===== src/rtl/spicrc_pkg.sv =====
package spicrc_pkg;

  localparam int BYTE_W = 8;

  // One byte folded into the CRC, most significant bit first.
  function automatic logic [7:0] crc8_step(input logic [7:0] crc_in,
                                           input logic [7:0] din,
                                           input logic [7:0] poly);
    logic [7:0] c;
    logic       fb;
    c = crc_in;
    for (int b = BYTE_W - 1; b >= 0; b--) begin
      fb = c[7] ^ din[b];
      c  = {c[6:0], 1'b0} ^ (fb ? poly : 8'h00);
    end
    return c;
  endfunction

endpackage


===== src/rtl/crc8_accum.sv =====
module crc8_accum #(
  parameter logic [7:0] POLY   = 8'h07,
  parameter logic [7:0] PRESET = 8'hFF
) (
  input  logic       clk,
  input  logic       rst_n,
  input  logic       clear,
  input  logic       en,
  input  logic [7:0] din,
  output logic [7:0] crc
);
  import spicrc_pkg::*;

  always_ff @(posedge clk or negedge rst_n) begin
    if (!rst_n)      crc <= PRESET;
    else if (clear)  crc <= PRESET;
    else if (en)     crc <= crc8_step(crc, din, POLY);
  end
endmodule


===== src/rtl/cmd_checker.sv =====
module cmd_checker #(
  parameter int         PAD_BYTES = 1,
  parameter int         CMD_BYTES = 2,
  parameter logic [7:0] POLY      = 8'h07,
  parameter logic [7:0] PRESET    = 8'hFF
) (
  input  logic                   clk,
  input  logic                   rst_n,
  input  logic                   cs_n,
  input  logic                   frame_end,
  input  logic                   crc_en,
  input  logic                   rx_valid,
  input  logic [7:0]             rx_byte,
  output logic                   exec_stb,
  output logic [CMD_BYTES*8-1:0] cmd_word,
  output logic                   fault_n,
  output logic [7:0]             crc_calc
);
  localparam int LAST  = PAD_BYTES + CMD_BYTES;
  localparam int CNT_W = $clog2(LAST + 2);
  localparam int CW    = CMD_BYTES * 8;

  logic [CNT_W-1:0] rx_cnt;
  logic [7:0]       crc_rx;
  logic             in_cmd, is_chk, complete, mismatch;

  assign in_cmd   = rx_valid && !cs_n && (rx_cnt >= CNT_W'(PAD_BYTES)) && (rx_cnt < CNT_W'(LAST));
  assign is_chk   = rx_valid && !cs_n && (rx_cnt == CNT_W'(LAST));
  assign complete = crc_en ? (rx_cnt > CNT_W'(LAST)) : (rx_cnt >= CNT_W'(LAST));
  assign mismatch = (crc_rx != crc_calc);

  crc8_accum #(.POLY(POLY), .PRESET(PRESET)) u_rx_crc (
    .clk(clk), .rst_n(rst_n), .clear(cs_n), .en(in_cmd), .din(rx_byte), .crc(crc_calc)
  );

  always_ff @(posedge clk or negedge rst_n) begin
    if (!rst_n) begin
      rx_cnt   <= '0;
      crc_rx   <= '0;
      cmd_word <= '0;
    end else if (cs_n) begin
      rx_cnt <= '0;
    end else if (rx_valid) begin
      if (rx_cnt <= CNT_W'(LAST)) rx_cnt <= rx_cnt + 1'b1;
      if (in_cmd) cmd_word <= {cmd_word[CW-9:0], rx_byte};
      if (is_chk) crc_rx   <= rx_byte;
    end
  end

  always_ff @(posedge clk or negedge rst_n) begin
    if (!rst_n) begin
      exec_stb <= 1'b0;
      fault_n  <= 1'b1;
    end else if (frame_end) begin
      exec_stb <= complete && (!crc_en || !mismatch);
      fault_n  <= !(crc_en && complete && mismatch);
    end else begin
      exec_stb <= 1'b0;
    end
  end
endmodule


===== src/rtl/resp_framer.sv =====
module resp_framer #(
  parameter int         DATA_BYTES = 3,
  parameter logic [7:0] POLY       = 8'h07,
  parameter logic [7:0] PRESET     = 8'hFF
) (
  input  logic                    clk,
  input  logic                    rst_n,
  input  logic                    cs_n,
  input  logic                    crc_en,
  input  logic                    hdr_en,
  input  logic                    rd_reg,
  input  logic                    tx_next,
  input  logic                    fault_n,
  input  logic [15:0]             status_in,
  input  logic [DATA_BYTES*8-1:0] conv_data,
  input  logic [7:0]              reg_data,
  input  logic [7:0]              reg_addr,
  output logic [7:0]              tx_byte,
  output logic [7:0]              tx_crc
);
  localparam int HDR_BYTES = 2;
  localparam int TOT       = HDR_BYTES + DATA_BYTES;
  localparam int IDX_W     = $clog2(TOT + 2);

  logic [IDX_W-1:0]        tx_idx;
  logic [IDX_W-1:0]        covered;
  logic [DATA_BYTES*8-1:0] data_v;
  logic [TOT*8-1:0]        full_v;
  logic                    take_crc;

  assign covered  = hdr_en ? IDX_W'(TOT) : IDX_W'(DATA_BYTES);
  assign data_v   = rd_reg ? {reg_data, reg_addr, {(DATA_BYTES-2)*8{1'b0}}} : conv_data;
  assign full_v   = {status_in[15:1], fault_n, data_v};
  assign take_crc = tx_next && !cs_n && (tx_idx < covered);

  always_comb begin
    int pos;
    pos     = hdr_en ? int'(tx_idx) : int'(tx_idx) + HDR_BYTES;
    tx_byte = 8'h00;
    if (tx_idx < covered)                tx_byte = full_v[(TOT-1-pos)*8 +: 8];
    else if (tx_idx == covered && crc_en) tx_byte = tx_crc;
  end

  crc8_accum #(.POLY(POLY), .PRESET(PRESET)) u_tx_crc (
    .clk(clk), .rst_n(rst_n), .clear(cs_n), .en(take_crc), .din(tx_byte), .crc(tx_crc)
  );

  always_ff @(posedge clk or negedge rst_n) begin
    if (!rst_n)                              tx_idx <= '0;
    else if (cs_n)                           tx_idx <= '0;
    else if (tx_next && tx_idx <= covered)   tx_idx <= tx_idx + 1'b1;
  end
endmodule


===== src/rtl/spi_crc8_unit.sv =====
module spi_crc8_unit #(
  parameter int         PAD_BYTES  = 1,
  parameter int         CMD_BYTES  = 2,
  parameter int         DATA_BYTES = 3,
  parameter logic [7:0] POLY       = 8'h07,
  parameter logic [7:0] PRESET     = 8'hFF
) (
  input  logic                    clk,
  input  logic                    rst_n,
  input  logic                    cs_n,
  input  logic                    crc_en,
  input  logic                    hdr_en,
  input  logic                    rd_reg,
  input  logic                    rx_valid,
  input  logic [7:0]              rx_byte,
  input  logic                    tx_next,
  input  logic [15:0]             status_in,
  input  logic [DATA_BYTES*8-1:0] conv_data,
  input  logic [7:0]              reg_data,
  input  logic [7:0]              reg_addr,
  output logic [7:0]              tx_byte,
  output logic                    exec_stb,
  output logic [CMD_BYTES*8-1:0]  cmd_word,
  output logic                    fault_n
);
  logic       cs_q;
  logic       frame_end;
  logic [7:0] rx_crc;
  logic [7:0] tx_crc;

  always_ff @(posedge clk or negedge rst_n) begin
    if (!rst_n) cs_q <= 1'b1;
    else        cs_q <= cs_n;
  end

  assign frame_end = !cs_q && cs_n;

  cmd_checker #(.PAD_BYTES(PAD_BYTES), .CMD_BYTES(CMD_BYTES), .POLY(POLY), .PRESET(PRESET)) u_rx (
    .clk(clk), .rst_n(rst_n), .cs_n(cs_n), .frame_end(frame_end), .crc_en(crc_en),
    .rx_valid(rx_valid), .rx_byte(rx_byte), .exec_stb(exec_stb), .cmd_word(cmd_word),
    .fault_n(fault_n), .crc_calc(rx_crc)
  );

  resp_framer #(.DATA_BYTES(DATA_BYTES), .POLY(POLY), .PRESET(PRESET)) u_tx (
    .clk(clk), .rst_n(rst_n), .cs_n(cs_n), .crc_en(crc_en), .hdr_en(hdr_en), .rd_reg(rd_reg),
    .tx_next(tx_next), .fault_n(fault_n), .status_in(status_in), .conv_data(conv_data),
    .reg_data(reg_data), .reg_addr(reg_addr), .tx_byte(tx_byte), .tx_crc(tx_crc)
  );
endmodule


===== config.mk =====
export PLATFORM = sky130hd
export DESIGN_NAME = spi_crc8_unit
export DESIGN_NICKNAME = d
export VERILOG_FILES = /design/src/rtl/spicrc_pkg.sv /design/src/rtl/crc8_accum.sv /design/src/rtl/cmd_checker.sv /design/src/rtl/resp_framer.sv /design/src/rtl/spi_crc8_unit.sv
export SDC_FILE = /design/constraint.sdc
export NUM_CORES = 1
export LEC_CHECK = 0
export ABC_AREA = 1
export BUFFER_PORTS_ARGS = -buffer_cell sky130_fd_sc_hd__buf_2
export CAP_MARGIN = 20
export CORE_UTILIZATION = 27
export CTS_CLUSTER_DIAMETER = 80
export DETAILED_ROUTE_END_ITERATION = 8
export PLACE_DENSITY = 0.49
export SLEW_MARGIN = 0
export SYNTH_ARGS = -nofsm -noshare
export SYNTH_HDL_FRONTEND = slang
export SYNTH_SLANG_ARGS = --single-unit
export TNS_END_PERCENT = 30

===== constraint.sdc =====
create_clock -name clk -period 2.81 [get_ports clk]
set_clock_uncertainty 0.1 [all_clocks]
set_input_delay 0 -clock clk [delete_from_list [all_inputs] [get_ports clk]]
set_output_delay 0 -clock clk [all_outputs]
set_load 0.02 [all_outputs]

==> run summary <==
RSZ-0062 raised after global routing: false
Hold Path Depth: 4
EDFF count, synth: 0
Yosys top cell area share: 21.7%
CTS Buf Count: 5
Setup WS pre-CTS: 0.121 ns
Synth Area in Simple Gates: 33.9%
Clock Sink Count: 49
Pleak: 2.39 nW
Max Cap Violations: 0
Worst-path clk slew: 0.06 ns
PortBufs: 96
final WL: 9490 um
Worst R2R Setup Slack: 0.27 ns
sequential share of the synthesized area: 34.9%
Worst setup startpoint: u_tx.tx_idx[1]
CP endpoint kind: flop
worst hold path class: in2reg
Post-Layout Cell Count: 803
run status: complete, no violations
Post-Synth Adder-Cell Area: 3.15%
final design utilization: 35.7%
Most common cell on crit path: nand2_1
first-pass GRT wire length: 15,600 um
Inserted Diodes: 0
Ports: 98
Slew Limit Fails: 0
Fin Setup TNS: 0 ns
CTS tree: yes
Area contributors post-synth: dfrtp_1 (22%), nand2_1 (17%), dfstp_2 (13%)
Final period util: 90.4%
clock group share of total power: 16.6%
Routed WL per cell: 11.8 um
sequential power share: 30.8%
CP Capture Point: u_tx.u_tx_crc.crc[2]
worst skew pair latency: 0.28 ns
CP Data Required Time: 2.93 ns
# H-tree levels: 2
num rows: 41
Cell Area, Synth: 3580 um^2
count leader, synth: nand2_1
Residual DRC: 0
Worst path slowest cell: dfrtp_1
largest family of logic cells by synthesized area: simple AND/OR/NAND/NOR gates
Compound-Gate Fraction of Synth Area: 13.6%
GP Congestion: 0.820
PwrDens: 790 nW/um^2
switch share: 44.7%
worst-case reg-to-reg path depth: 20
Chip Width: 117 um
Setup crit start kind: flop
Worst path top cell family by delay: simple AND/OR/NAND/NOR gates
fmax: 0.393 GHz
Die Ht: 117 um
Vias: 3,535
final-report hold violation count: 0
Critical Path Fanout Max: 8
#FFs+latches synth: 49
Unique masters post-synth: 34
P&R area growth vs syn: 27.4%
nets@finish: 711
Routed Antenna Nets: 0
min cycle time layout: 2.54 ns
1st-pass router iterations: 4
initial core utilization: 28.0%
Worst EP arrival: 2.66 ns
syn_nets: 602
Placeable Area: 12,800 um^2
largest area contributor in the netlist: dfrtp_1
Post-Syn Area per Cell: 6.87 um^2
worst path cell trace: ha_4, ha_4, inv_4, nand2_2, nor2_4, nand3_1, nand2_1, inv_1, nor2_4, nand2_2, nand2_2, nand2_1, nand2_2, nand2_1, nand3_1, nand2_1, nand3_1, nand3_1, nand2_1, inv_1
Reg-to-Reg End: u_tx.u_tx_crc.crc[2]
CTS root buffer: clkbuf_16
All-Layer GR Usage: 14.4%
Max clock buf depth: 2
Crit path largest cell delay: 0.44 ns
HP Start: tx_next
Cells after Synth: 521
pin count of the biggest net entering global routing: 35
DR vias/cell: 4.40
placed cells: 783
Ys Warns: 0
most common flop cell mapped by yosys: dfrtp_1
Worst Tran Pin Value: 0.534 ns
Internal: 1.99 mW
VDD IR max: 0.000399 V
# setup viols final: 0
Worst path depth: 20
critical register-to-register path startpoint: u_tx.tx_idx[1]
ratio of cells with drive above 1 in the final layout: 26.1%
die area: 13,700 um^2
initial antenna violation count: 0
Detail Placement HPWL: 7740 um
CP Class: reg2reg
Post-CTS Setup Bufs: 0
XOR/XNOR share of the synthesized area: 6.12%
fin worst setup slack: 0.268 ns
mux cell area share after synthesis: 0%
combinational share of power: 52.6%
vias in the first global route: 3,404
Synth top cells by count: nand2_1 (162), inv_1 (55), nand3_1 (45)
number of DRC markers in iteration 0: 170
asr flop ratio synth: 100%
WHS: 0.0115 ns
P_sw: 1.61 mW
crit path buf inv count: 3
relative slew slack: 64.4%
grt ovf: 0
==> worst reg2reg max path: stages (launching register included) <==
cell	delay, ns
dfrtp_1	0.44
ha_4	0.32
ha_4	0.20
inv_4	0.07
nand2_2	0.06
nor2_4	0.17
nand3_1	0.10
nand2_1	0.06
inv_1	0.06
nor2_4	0.09
nand2_2	0.08
nand2_2	0.07
nand2_1	0.06
nand2_2	0.09
nand2_1	0.07
nand3_1	0.07
nand2_1	0.10
nand3_1	0.08
nand3_1	0.06
nand2_1	0.08
inv_1	0.03
==> cell families after synthesis <==
family / Yosys count
AO/OA/AOI/OAI: 92
XOR/XNOR: 25
adder cells (fa/ha/maj): 9
buffers and inverters: 73
flip-flops: 49
AND/OR/NAND/NOR: 273
==> repair_timing <==
action	CTS	global route
hold endpoints to repair	44	0
hold buffers	12	0
endpoints found under the setup margin	0	8
resized for setup	0	3
==> area by class of cell <==
| type | count | area, um^2 |
|---|---|---|
| Fill cell | 1387 | 8210 |
| Multi-Input combinational cell | 399 | 2060 |
| Sequential cell | 49 | 1250 |
| Timing Repair Buffer | 115 | 653 |
| Inverter | 60 | 230 |
| Tap cell | 172 | 215 |
| Clock buffer | 6 | 139 |
| Clock inverter | 2 | 13.8 |
==> placed cells by master (no fill, tap or decap), types with 2 or more instances in the layout <==
cell type	count
nor2_4	4
o31ai_1	3
or2_2	2
clkbuf_16	5
ha_1	7
o22ai_1	2
dfrtp_1	31
nand3_4	2
inv_2	3
o21ai_1	2
ha_4	2
inv_1	55
buf_4	7
xnor2_1	19
nand3_1	45
buf_2	96
xor2_1	6
o21ai_0	42
nor2_2	2
nand2_2	16
nor2_1	32
a21oi_1	35
nand2_1	161
nand4_1	3
dfstp_2	18
a31oi_1	3
inv_4	2
nor3_1	4
dlygate4sd3_1	12
==> power groups by stage <==
stage          logic, mW  clock network [mW]  registers [mW]
2_1_floorplan       1.28                   0            1.20
3_3_place_gp        1.87                   0            1.11
3_5_place_dp        1.89                   0            1.12
4_1_cts             1.91               0.625            1.11
5_1_grt             2.18               0.651            1.14
6_report            1.90               0.599            1.11
==> per-layer routing <==
metal  share of wire (%)  vias up  GRT usage [%]  wire [um]
met2                  49       77           26.7       4610
met5                   0        -              0          0
met1                  46     1558           17.7       4360
met3                 4.7        6           1.85        447
li1                    -     1894              -          -
met4                0.78        0           3.04         74
==> state kept, by name, indices dropped and copies added, names as in the netlist, 3 cells and up <==
name,flops
u_rx.rx_cnt,3
u_rx.u_rx_crc.crc,8
u_rx.cmd_word,16
u_rx.crc_rx,8
u_tx.u_tx_crc.crc,8
u_tx.tx_idx,3
==> worst min path at each step <==
stage                            to  slack [ns]
2_1_floorplan      u_rx.cmd_word[0]       -0.40
3_3_place_gp      u_rx.cmd_word[14]        -0.1
3_5_place_dp      u_rx.cmd_word[14]       -0.09
4_1_cts        u_tx.u_tx_crc.crc[1]        0.02
5_1_grt        u_tx.u_tx_crc.crc[1]        0.04
6_report       u_tx.u_tx_crc.crc[1]        0.01
==> through the flow <==
stage | power (mW) | cell area (um^2)
4_1_cts | 3.64 | 4530
3_3_place_gp | 2.99 | 4260
2_1_floorplan | 2.48 | 3580
3_5_place_dp | 3.01 | 4260
6_report | 3.60 | 4560
5_1_grt | 3.97 | 4560
(Power assumes the default switching activity.)
